==> config.mk <==
export PLATFORM = sky130hd
export DESIGN_NAME = io_port_decoder
export DESIGN_NICKNAME = d
export VERILOG_FILES = /design/src/rtl/io_dec_pkg.sv /design/src/rtl/io_port_classify.sv /design/src/rtl/io_cfg_addr_reg.sv /design/src/rtl/io_addr_former.sv /design/src/rtl/io_port_decoder.sv
export SDC_FILE = /design/constraint.sdc
export NUM_CORES = 1
export LEC_CHECK = 0
export BUFFER_PORTS_ARGS = -buffer_cell sky130_fd_sc_hd__buf_4
export CAP_MARGIN = 20
export CORE_MARGIN = 4
export CORE_UTILIZATION = 45
export CTS_BUF_LIST = sky130_fd_sc_hd__clkbuf_8
export CTS_CLUSTER_SIZE = 25
export DETAILED_ROUTE_END_ITERATION = 10
export PLACE_DENSITY = 0.79
export REMOVE_ABC_BUFFERS = 1
export SYNTH_ARGS = -nofsm -noshare
export SYNTH_HDL_FRONTEND = slang
export SYNTH_HIERARCHICAL = 1
export SYNTH_SLANG_ARGS = --single-unit
==> constraint.sdc <==
create_clock -name clk -period 3 [get_ports clk]
set_clock_uncertainty 0.05 [all_clocks]
set_input_delay 0.6 -clock clk [delete_from_list [all_inputs] [get_ports clk]]
set_output_delay 0.6 -clock clk [all_outputs]
set_load 0.01 [all_outputs]
==> src/rtl/io_dec_pkg.sv <==
// Shared target codes and fixed port numbers for the I/O port decoder.
package io_dec_pkg;
    typedef enum logic [2:0] {
        TGT_IO        = 3'd0,
        TGT_CFG_ADDR  = 3'd1,
        TGT_CFG_SPACE = 3'd2,
        TGT_NONE      = 3'd3,
        TGT_ILLEGAL   = 3'd4
    } io_tgt_e;

    localparam logic [15:0] CFG_ADDR_PORT = 16'h0CF8;
    localparam logic [15:0] CFG_DATA_PORT = 16'h0CFC;
    localparam int          CFG_REG_BYTES = 4;
endpackage

==> src/rtl/io_port_classify.sv <==
// Classifies a port access by port number and size.
// Assumes PORT_W > 16. The result TGT_CFG_SPACE means the access falls in
// the data window. The enable bit is resolved later.
module io_port_classify #(
    parameter int PORT_W = 32,
    parameter int SIZE_W = 3
) (
    input  logic [PORT_W-1:0]     port,
    input  logic [SIZE_W-1:0]     size,
    output io_dec_pkg::io_tgt_e   cls
);
    import io_dec_pkg::*;

    localparam int HI_W = PORT_W - 16;

    logic hi_set;
    logic is_addr_port;
    logic in_window;

    assign hi_set       = |port[PORT_W-1:16];
    assign is_addr_port = (port[15:0] == CFG_ADDR_PORT) && (size == SIZE_W'(CFG_REG_BYTES));
    assign in_window    = (port[15:2] == CFG_DATA_PORT[15:2]);

    // Priority: illegal port first, then register port, then window, then plain I/O.
    always_comb begin
        if (hi_set)            cls = TGT_ILLEGAL;
        else if (is_addr_port) cls = TGT_CFG_ADDR;
        else if (in_window)    cls = TGT_CFG_SPACE;
        else                   cls = TGT_IO;
    end
endmodule

==> src/rtl/io_cfg_addr_reg.sv <==
// Holds the configuration-address register.
// The register is loaded on a qualified full-width write and cleared by reset.
module io_cfg_addr_reg #(
    parameter int DATA_W = 32
) (
    input  logic              clk,
    input  logic              rst_n,
    input  logic              wr_en,
    input  logic [DATA_W-1:0] wdata,
    output logic [DATA_W-1:0] q
);
    // Loads the register on a write and clears it on reset.
    always_ff @(posedge clk) begin
        if (!rst_n)     q <= '0;
        else if (wr_en) q <= wdata;
    end
endmodule

==> src/rtl/io_addr_former.sv <==
// Forms the final target, physical address and read data from the class,
// the port and the stored configuration address. Assumes DATA_W == 32.
module io_addr_former #(
    parameter int                 PADDR_W  = 64,
    parameter int                 DATA_W   = 32,
    parameter logic [PADDR_W-1:0] IO_BASE  = 64'h2000_0000_0000_0000,
    parameter logic [PADDR_W-1:0] CFG_BASE = 64'h3000_0000_0000_0000
) (
    input  io_dec_pkg::io_tgt_e  cls,
    input  logic [15:0]          port16,
    input  logic                 write,
    input  logic [DATA_W-1:0]    cfg_q,
    output io_dec_pkg::io_tgt_e  tgt,
    output logic [PADDR_W-1:0]   paddr,
    output logic [DATA_W-1:0]    rdata
);
    import io_dec_pkg::*;

    localparam int EN_BIT = DATA_W - 1;

    logic [PADDR_W-1:0] io_addr;
    logic [PADDR_W-1:0] cfg_addr;

    assign io_addr  = IO_BASE  | PADDR_W'(port16);
    assign cfg_addr = CFG_BASE | PADDR_W'(cfg_q[EN_BIT-1:0]);

    // Resolves the window enable and selects address and read data.
    always_comb begin
        tgt   = cls;
        paddr = '0;
        rdata = '0;
        unique case (cls)
            TGT_IO: paddr = io_addr;
            TGT_CFG_ADDR: if (!write) rdata = cfg_q;
            TGT_CFG_SPACE: begin
                if (cfg_q[EN_BIT]) begin
                    paddr = cfg_addr;
                end else begin
                    tgt = TGT_NONE;
                    if (!write) rdata = '1;
                end
            end
            default: ;
        endcase
    end
endmodule

==> src/rtl/io_port_decoder.sv <==
// Top module of the legacy I/O port decoder. The decode is combinational
// and is followed by a single output register stage, so one request can be
// accepted in every cycle. Reset is synchronous and active low.
module io_port_decoder #(
    parameter int                 PORT_W   = 32,
    parameter int                 SIZE_W   = 3,
    parameter int                 DATA_W   = 32,
    parameter int                 PADDR_W  = 64,
    parameter logic [PADDR_W-1:0] IO_BASE  = 64'h2000_0000_0000_0000,
    parameter logic [PADDR_W-1:0] CFG_BASE = 64'h3000_0000_0000_0000
) (
    input  logic               clk,
    input  logic               rst_n,
    input  logic               req_valid,
    input  logic [PORT_W-1:0]  req_port,
    input  logic [SIZE_W-1:0]  req_size,
    input  logic               req_write,
    input  logic [DATA_W-1:0]  req_wdata,
    output logic               rsp_valid,
    output logic [2:0]         rsp_target,
    output logic [PADDR_W-1:0] rsp_paddr,
    output logic [DATA_W-1:0]  rsp_rdata
);
    import io_dec_pkg::*;

    io_tgt_e            cls;
    io_tgt_e            tgt_d;
    logic [PADDR_W-1:0] paddr_d;
    logic [DATA_W-1:0]  rdata_d;
    logic [DATA_W-1:0]  cfg_q;
    logic               cfg_wr;

    io_port_classify #(.PORT_W(PORT_W), .SIZE_W(SIZE_W)) u_classify (
        .port (req_port),
        .size (req_size),
        .cls  (cls)
    );

    assign cfg_wr = req_valid && req_write && (cls == TGT_CFG_ADDR);

    io_cfg_addr_reg #(.DATA_W(DATA_W)) u_cfg_reg (
        .clk   (clk),
        .rst_n (rst_n),
        .wr_en (cfg_wr),
        .wdata (req_wdata),
        .q     (cfg_q)
    );

    io_addr_former #(
        .PADDR_W (PADDR_W),
        .DATA_W  (DATA_W),
        .IO_BASE (IO_BASE),
        .CFG_BASE(CFG_BASE)
    ) u_former (
        .cls    (cls),
        .port16 (req_port[15:0]),
        .write  (req_write),
        .cfg_q  (cfg_q),
        .tgt    (tgt_d),
        .paddr  (paddr_d),
        .rdata  (rdata_d)
    );

    // Output stage. Registers one response per accepted request and holds zeros when idle.
    always_ff @(posedge clk) begin
        if (!rst_n || !req_valid) begin
            rsp_valid  <= 1'b0;
            rsp_target <= 3'd0;
            rsp_paddr  <= '0;
            rsp_rdata  <= '0;
        end else begin
            rsp_valid  <= 1'b1;
            rsp_target <= tgt_d;
            rsp_paddr  <= paddr_d;
            rsp_rdata  <= rdata_d;
        end
    end
endmodule

==> results of run 1 <==
==> worst max-delay path by stage <==
stage | to | slack [ps] | cells past startpoint
floorplan | u_cfg_reg/q[0]$_SDFFE_PN0P_ | -1890 | 7
global placement | rsp_rdata[26]$_SDFF_PN0_ | 210 | 8
detailed placement | u_cfg_reg/q[23]$_SDFFE_PN0P_ | 140 | 9
CTS | u_cfg_reg/q[23]$_SDFFE_PN0P_ | 590 | 9
global route | u_cfg_reg/q[23]$_SDFFE_PN0P_ | 380 | 9
finish | u_cfg_reg/q[23]$_SDFFE_PN0P_ | 560 | 9
==> kinds of logic after synthesis <==
| kind of cell | synth area share (%) |
|---|---|
| AND/OR/NAND/NOR | 29.8 |
| flip-flops | 47.4 |
| buffers and inverters | 10.4 |
| AO/OA/AOI/OAI | 6.58 |
| multiplexers | 5.75 |
| other | 0.0673 |
==> flip-flops by register name, indices dropped and copies added, names as in the netlist <==
| register | flops |
|---|---|
| rsp_valid | 1 |
| rsp_paddr | 64 |
| rsp_target | 3 |
| rsp_rdata | 32 |
| u_cfg_reg/q | 32 |
==> critical path, cell delays in order <==
cell and delay (ps):
sky130_fd_sc_hd__buf_4 110, sky130_fd_sc_hd__nor4bb_1 330, sky130_fd_sc_hd__nand4_1 330, sky130_fd_sc_hd__nor3_4 340, sky130_fd_sc_hd__nand4b_1 190, sky130_fd_sc_hd__nor2_4 160
sky130_fd_sc_hd__buf_4 300, sky130_fd_sc_hd__mux2i_1 250, sky130_fd_sc_hd__nor2b_1 70
==> layout by cell type, fill, tap and decap left out, drive strengths merged, types with 2 or more instances in the layout <==
cell      synthesis  routed
buf              61     182
dfxtp           132     132
and3             99      99
a21oi            49      49
nor2b            33      33
nand3b           33      33
mux2i            32      32
conb              1      31
clkbuf           25      19
nand2b           16      16
nand3            16      16
and2             16      16
inv               3       8
nor4              5       5
clkinv            0       3
nor3              3       3
clkinvlp          0       2
nand4             2       2
or2               2       2
==> where the power goes <==
group	switching (mW)	internal (mW)
Clock	0.616	0.581
Sequential	0.00420	1.77
Combinational	0.0851	0.106
==> stage by stage <==
stage / setup TNS (ps) / hold WS, ps / std cells / area [um^2] / power (mW)
finish: 0 / 393 / 858 / 7050 / 3.16
floorplan: -104510 / 448 / 479 / 5120 / 1.86
global placement: 0 / 463 / 829 / 6740 / 2.00
global route: 0 / 365 / 858 / 7050 / 3.30
CTS: 0 / 367 / 858 / 7050 / 3.19
detailed placement: 0 / 474 / 829 / 6740 / 2.00
==> per-layer routing <==
layer  GRT usage, %  up-vias  part of all wire (%)
met4           6.30        0                   1.3
met5              0        -                     0
met2           28.9      143                    47
li1               -     2049                     -
met1           22.7     1873                    45
met3           5.84       13                   7.2
==> cell type report <==
| class | instances | area (um^2) | share of cell area [%] |
|---|---|---|---|
| clock buffers | 19 | 262 | 3.71 |
| clock inverters | 10 | 48.8 | 0.692 |
| inverters | 3 | 11.3 | 0.160 |
| multi-input cells | 344 | 2480 | 35.2 |
| flip-flops and latches | 132 | 2640 | 37.5 |
| well taps | 168 | 210 | 2.98 |
| repair buffers | 182 | 1390 | 19.7 |
==> results.md, run 1 <==
• **Worst Reg2Reg Path Length in Cells** 4
• **Longest Clk Path Bufs** 2
• **PwrDens** 448 nW/um^2
• **number of fillers in the final layout** 1,002
• **count of TritonRoute iterations in the first routing pass** 4
• **net total in the final layout** 751
• **leading post-synthesis cells by instance count** 132 x sky130_fd_sc_hd__dfxtp_1, 99 x sky130_fd_sc_hd__and3_2, 33 x sky130_fd_sc_hd__buf_4, 33 x sky130_fd_sc_hd__nand3b_1, 33 x sky130_fd_sc_hd__nor2b_1
• **Residual DRC** 0
• **final estimated routing congestion in global placement** 0.800
• **normalized max-slew margin** 33.2%
• **initial cell density of the core** 46.2%
• **Die Outline Area** 14,200 um^2
• **Area Overhead vs Synth** 26.5%
• **wire length per cell** 14.9 um
• **worst r2r dst** rsp_rdata[26]$_SDFF_PN0_
• **first-pass GRT wire length** 20,600 um
• **final HPWL from detailed placement** 8490 um
• **biggest area consumer among synthesized cells** sky130_fd_sc_hd__dfxtp_1
• **number of inserted diodes** 0
• **data arrival time of the critical path** 2690 ps
• **Crit. Startpoint** req_port[8]
• **number of antenna violations at the first check in global routing** 0
• **worst-skew pair later-pin latency** 410 ps
• **result of the run** completed
• **Area contributors post-synth** sky130_fd_sc_hd__dfxtp_1 47%, sky130_fd_sc_hd__and3_2 13%, sky130_fd_sc_hd__mux2i_1 5.7%, sky130_fd_sc_hd__a21oi_2 4.7%, sky130_fd_sc_hd__buf_4 4.4%
• **die outline height** 119 um
• **proportion of layout cells with a drive suffix above 1** 50.3%
• **number of sinks on the clock net** 132
• **share of the cycle needed by the critical path after routing** 81.5%
• **number of maximum-capacitance constraint violations** 0
• **clock period minus final worst setup slack** 2440 ps
• **Core ar.** 12,100 um^2
• **number of global-route vias before repair** 4,075
• **Netlist Area Pre-Place** 5570 um^2
• **cell count after synthesis** 535
• **setup bufs post-CTS** 0
• **count of distinct cell types in the synthesized netlist** 35
• **area fraction of the dominant cell type after synthesis** 47.4%
• **standard-cell row count** 40
• **category of the critical setup timing path** primary input to register
• **dominant cell by count in the synthesized netlist** sky130_fd_sc_hd__dfxtp_1
• **prevailing post-synth register cell** sky130_fd_sc_hd__dfxtp_1
• **clock tree from TritonCTS** built
• **sequential-to-total area share from yosys stat** 47.4%
• **Min-Delay Path Depth** 3
• **Slew Viols, Final** 0
• **Congestion Overflow GR** 0
• **Max IR drop VDD** 0.000194 V
• **worst-case register-to-register setup slack** 1520 ps
• **Critical Path Source Type** primary input
• **Max Clock Freq** 409 MHz
• **core occupancy in the finished layout** 58.5%
• **# IOs** 171
• **maximum number of pins on one net before global-route repair** 133
• **number of hold-repair buffers added at the cts stage** 0
• **CTS root buffer** sky130_fd_sc_hd__clkbuf_8
• **share of synthesized registers carrying an async set or reset** 0%
• **warnings from Yosys** 6
• **1st-iter DRT viols** 181
• **fin worst setup slack** 556 ps
• **maximum fanout encountered on the critical timing path** 14
• **static leakage** 3.13 nW
• **number of hold violations in the final report** 0
• **Worst Hold Path EP** u_cfg_reg/q[30]$_SDFFE_PN0P_
• **number of nets with antenna violations after routing** 0
• **Final setup violation count** 0
• **worst-margin pin slew** 1000 ps
• **total number of vias** 4,078
• **Resize count post-CTS** 0
• **H-Tree Depth** 4
• **routed wire length** 12,700 um
• **CP endpoint kind** register
• **number of buffer cells added on primary ports** 170
• **number of CTS-inserted buffers** 17
• **required time of the worst setup path** 3250 ps
• **Die X-Extent** 119 um
• **Clock transition at path regs** 70 ps
• **Tightest Hold Check Type** primary input to register
• **RSZ-0062 raised after global routing** false
• **launch point of the worst hold path** req_wdata[30]
• **placement-stage worst setup slack** 145 ps
• **synthesized area divided by synthesized cell count** 10.4 um^2
• **EDFF count, synth** 0
• **synthesis-stage register bit count** 132
• **routed vias/inst** 4.75
• **launch point of the worst reg-to-reg path** u_cfg_reg/q[31]$_SDFFE_PN0P_
• **aggregate global-route resource usage** 18.0%
(Power assumes the default switching activity.)
==> run 2: changes to the inputs <==
==> constraint.sdc (replaced) <==
create_clock -name clk -period 2.5 [get_ports clk]
set_clock_uncertainty 0.05 [all_clocks]
set_input_delay 0.5 -clock clk [delete_from_list [all_inputs] [get_ports clk]]
set_output_delay 0.5 -clock clk [all_outputs]
set_load 0.01 [all_outputs]
==> results.md, run 2 (same netlist as run 1, synthesis figures left out) <==
• **CP endpoint kind** register
• **Slew Viols, Final** 0, unchanged
• **maximum number of pins on one net before global-route repair** 101, -24%
• **final estimated routing congestion in global placement** 0.740, -7.5%
• **registers with the highest flip-flop counts** rsp_paddr: 64 flops, rsp_rdata: 32 flops, u_cfg_reg/q: 32 flops
• **routed wire length** 12,800 um, +0.75%
• **Final setup violation count** 0, unchanged
• **data arrival time of the critical path** 2460 ps, -230 ps
• **total number of vias** 4,167, +2.2%
• **worst-margin pin slew** 765 ps, -236 ps
• **routed vias/inst** 4.79, +0.77%
• **Residual DRC** 0, unchanged
• **Area Overhead vs Synth** 31.2%
• **category of the critical setup timing path** primary input to register
• **net total in the final layout** 761, +1.3%
• **Critical Path Source Type** primary input
• **number of hold-repair buffers added at the cts stage** 0, unchanged
• **number of fillers in the final layout** 1,004, +0.20%
• **result of the run** completed
• **sequential share of power** 51.0%, -5.1 points
• **Core ar.** 12,100 um^2, unchanged
• **count of TritonRoute iterations in the first routing pass** 4, unchanged
• **combinational power share** 5.6%, -0.4 points
• **RSZ-0062 raised after global routing** false
• **static leakage** 3.25 nW, +3.7%
• **number of nets with antenna violations after routing** 0, unchanged
• **maximum fanout encountered on the critical timing path** 18, +4
• **final HPWL from detailed placement** 8790 um, +3.5%
• **number of hold violations in the final report** 0, unchanged
• **number of global-route vias before repair** 4,105, +0.74%
• **Overall Power** 4.18 mW, +32%
• **Longest Clk Path Bufs** 2, unchanged
• **register with the highest flop count** rsp_paddr
• **Tightest Hold Check Type** primary input to register
• **1st-iter DRT viols** 180, -0.55%
• **Resize count post-CTS** 0, unchanged
• **number of sinks on the clock net** 132, unchanged
• **most common cell after layout, fill and taps aside** sky130_fd_sc_hd__buf_4
• **Max IR drop VDD** 0.000238 V, +23%
• **proportion of layout cells with a drive suffix above 1** 51.6%, +1.3 points
• **# IOs** 171, unchanged
• **H-Tree Depth** 4, unchanged
• **Max Clock Freq** 466 MHz
• **normalized max-slew margin** 49.0%, +16 points
• **Worst Reg2Reg Path Length in Cells** 4, unchanged
• **final setup TNS** 0 ps, unchanged
• **Switching Power** 0.877 mW, +24%
• **clock period minus final worst setup slack** 2150 ps
• **switching part of the total** 21.0%, -1.3 points
• **aggregate global-route resource usage** 18.3%, +0.32 points
• **PwrDens** 571 nW/um^2, +27%
• **CTS root buffer** sky130_fd_sc_hd__clkbuf_8
• **setup bufs post-CTS** 0, unchanged
• **die outline height** 119 um, unchanged
• **top library cells by usage in the layout, fill and taps aside** 183 x sky130_fd_sc_hd__buf_4, 132 x sky130_fd_sc_hd__dfxtp_1, 99 x sky130_fd_sc_hd__and3_2
• **Die Outline Area** 14,200 um^2, unchanged
• **Min-Delay Path Depth** 3, unchanged
• **number of inserted diodes** 0, unchanged
• **clock tree from TritonCTS** built
• **number of buffer cells added on primary ports** 170, unchanged
• **clock share of power** 43.5%, +5.7 points
• **wire length per cell** 14.8 um, -0.64%
• **share of the cycle needed by the critical path after routing** 85.8%
• **first-pass GRT wire length** 20,700 um, +0.67%
• **number of antenna violations at the first check in global routing** 0, unchanged
• **Congestion Overflow GR** 0, unchanged
• **Internal Pwr Total** 3.30 mW, +34%
• **Die X-Extent** 119 um, unchanged
• **Clock transition at path regs** 70 ps, about the same
• **number of CTS-inserted buffers** 17, unchanged
• **worst-skew pair later-pin latency** 420 ps, about the same
• **standard-cell row count** 40, unchanged
• **required time of the worst setup path** 2820 ps, -430 ps
• **number of maximum-capacitance constraint violations** 0, unchanged
• **initial cell density of the core** 46.2%, unchanged
• **max reg flops** 64, unchanged
==> run 2: layer usage <==
metal,share of wire (%),routed length (um),vias to the layer above,global-route usage (%)
met4,2.9,377,0,9.49
met3,6.4,823,29,5.37
met1,45,5770,1916,22.9
met2,46,5880,156,28.6
met5,0,0,-,0
li1,-,-,2066,-
==> run 2: area by class of cell <==
| class | count | area (um^2) | share of cell area [%] |
|---|---|---|---|
| clock buffers | 20 | 275 | 3.76 |
| clock inverters | 11 | 135 | 1.85 |
| inverters | 3 | 11.3 | 0.154 |
| multi-input cells | 344 | 2480 | 34.0 |
| flip-flops and latches | 132 | 2640 | 36.1 |
| well taps | 168 | 210 | 2.87 |
| repair buffers | 192 | 1550 | 21.2 |
==> run 2: per-stage QoR <==
stage	hold slack (ps)	instances	setup slack (ps)	instance area, um^2	util, %
floorplan	448	479	-2290	5120	-
global placement	463	839	-76.0	6900	57.2
detailed placement	475	839	-77.0	6900	57.2
CTS	249	870	374	7310	60.6
global route	261	870	220	7310	60.6
finish	278	870	354	7310	60.6
==> run 2: worst paths after layout <==
kind                                              startpoint                           end  slack [ps]
worst min register to register  u_cfg_reg/q[27]$_SDFFE_PN0P_  u_cfg_reg/q[27]$_SDFFE_PN0P_         490
worst min-delay path                           req_wdata[27]  u_cfg_reg/q[27]$_SDFFE_PN0P_         280
worst max register to register  u_cfg_reg/q[31]$_SDFFE_PN0P_      rsp_rdata[20]$_SDFF_PN0_         850
worst max-delay path                             req_port[8]      rsp_rdata[20]$_SDFF_PN0_         350
==> run 2: critical path, cell delays in order <==
cell	delay [ps]
sky130_fd_sc_hd__buf_4	110
sky130_fd_sc_hd__nor4bb_1	360
sky130_fd_sc_hd__nand4_1	150
sky130_fd_sc_hd__buf_4	180
sky130_fd_sc_hd__nor3_4	120
sky130_fd_sc_hd__or3b_2	530
sky130_fd_sc_hd__buf_12	200
sky130_fd_sc_hd__a21oi_2	130
sky130_fd_sc_hd__and3_2	180
==> run 2: power groups by stage <==
stage / combinational (mW) / clock (mW) / sequential, mW
3_3_place_gp: 0.228 / 0 / 2.18
6_report: 0.233 / 1.82 / 2.13
5_1_grt: 0.255 / 1.97 / 2.13
2_1_floorplan: 0.0421 / 0 / 2.19
4_1_cts: 0.231 / 1.87 / 2.13
3_5_place_dp: 0.231 / 0 / 2.18
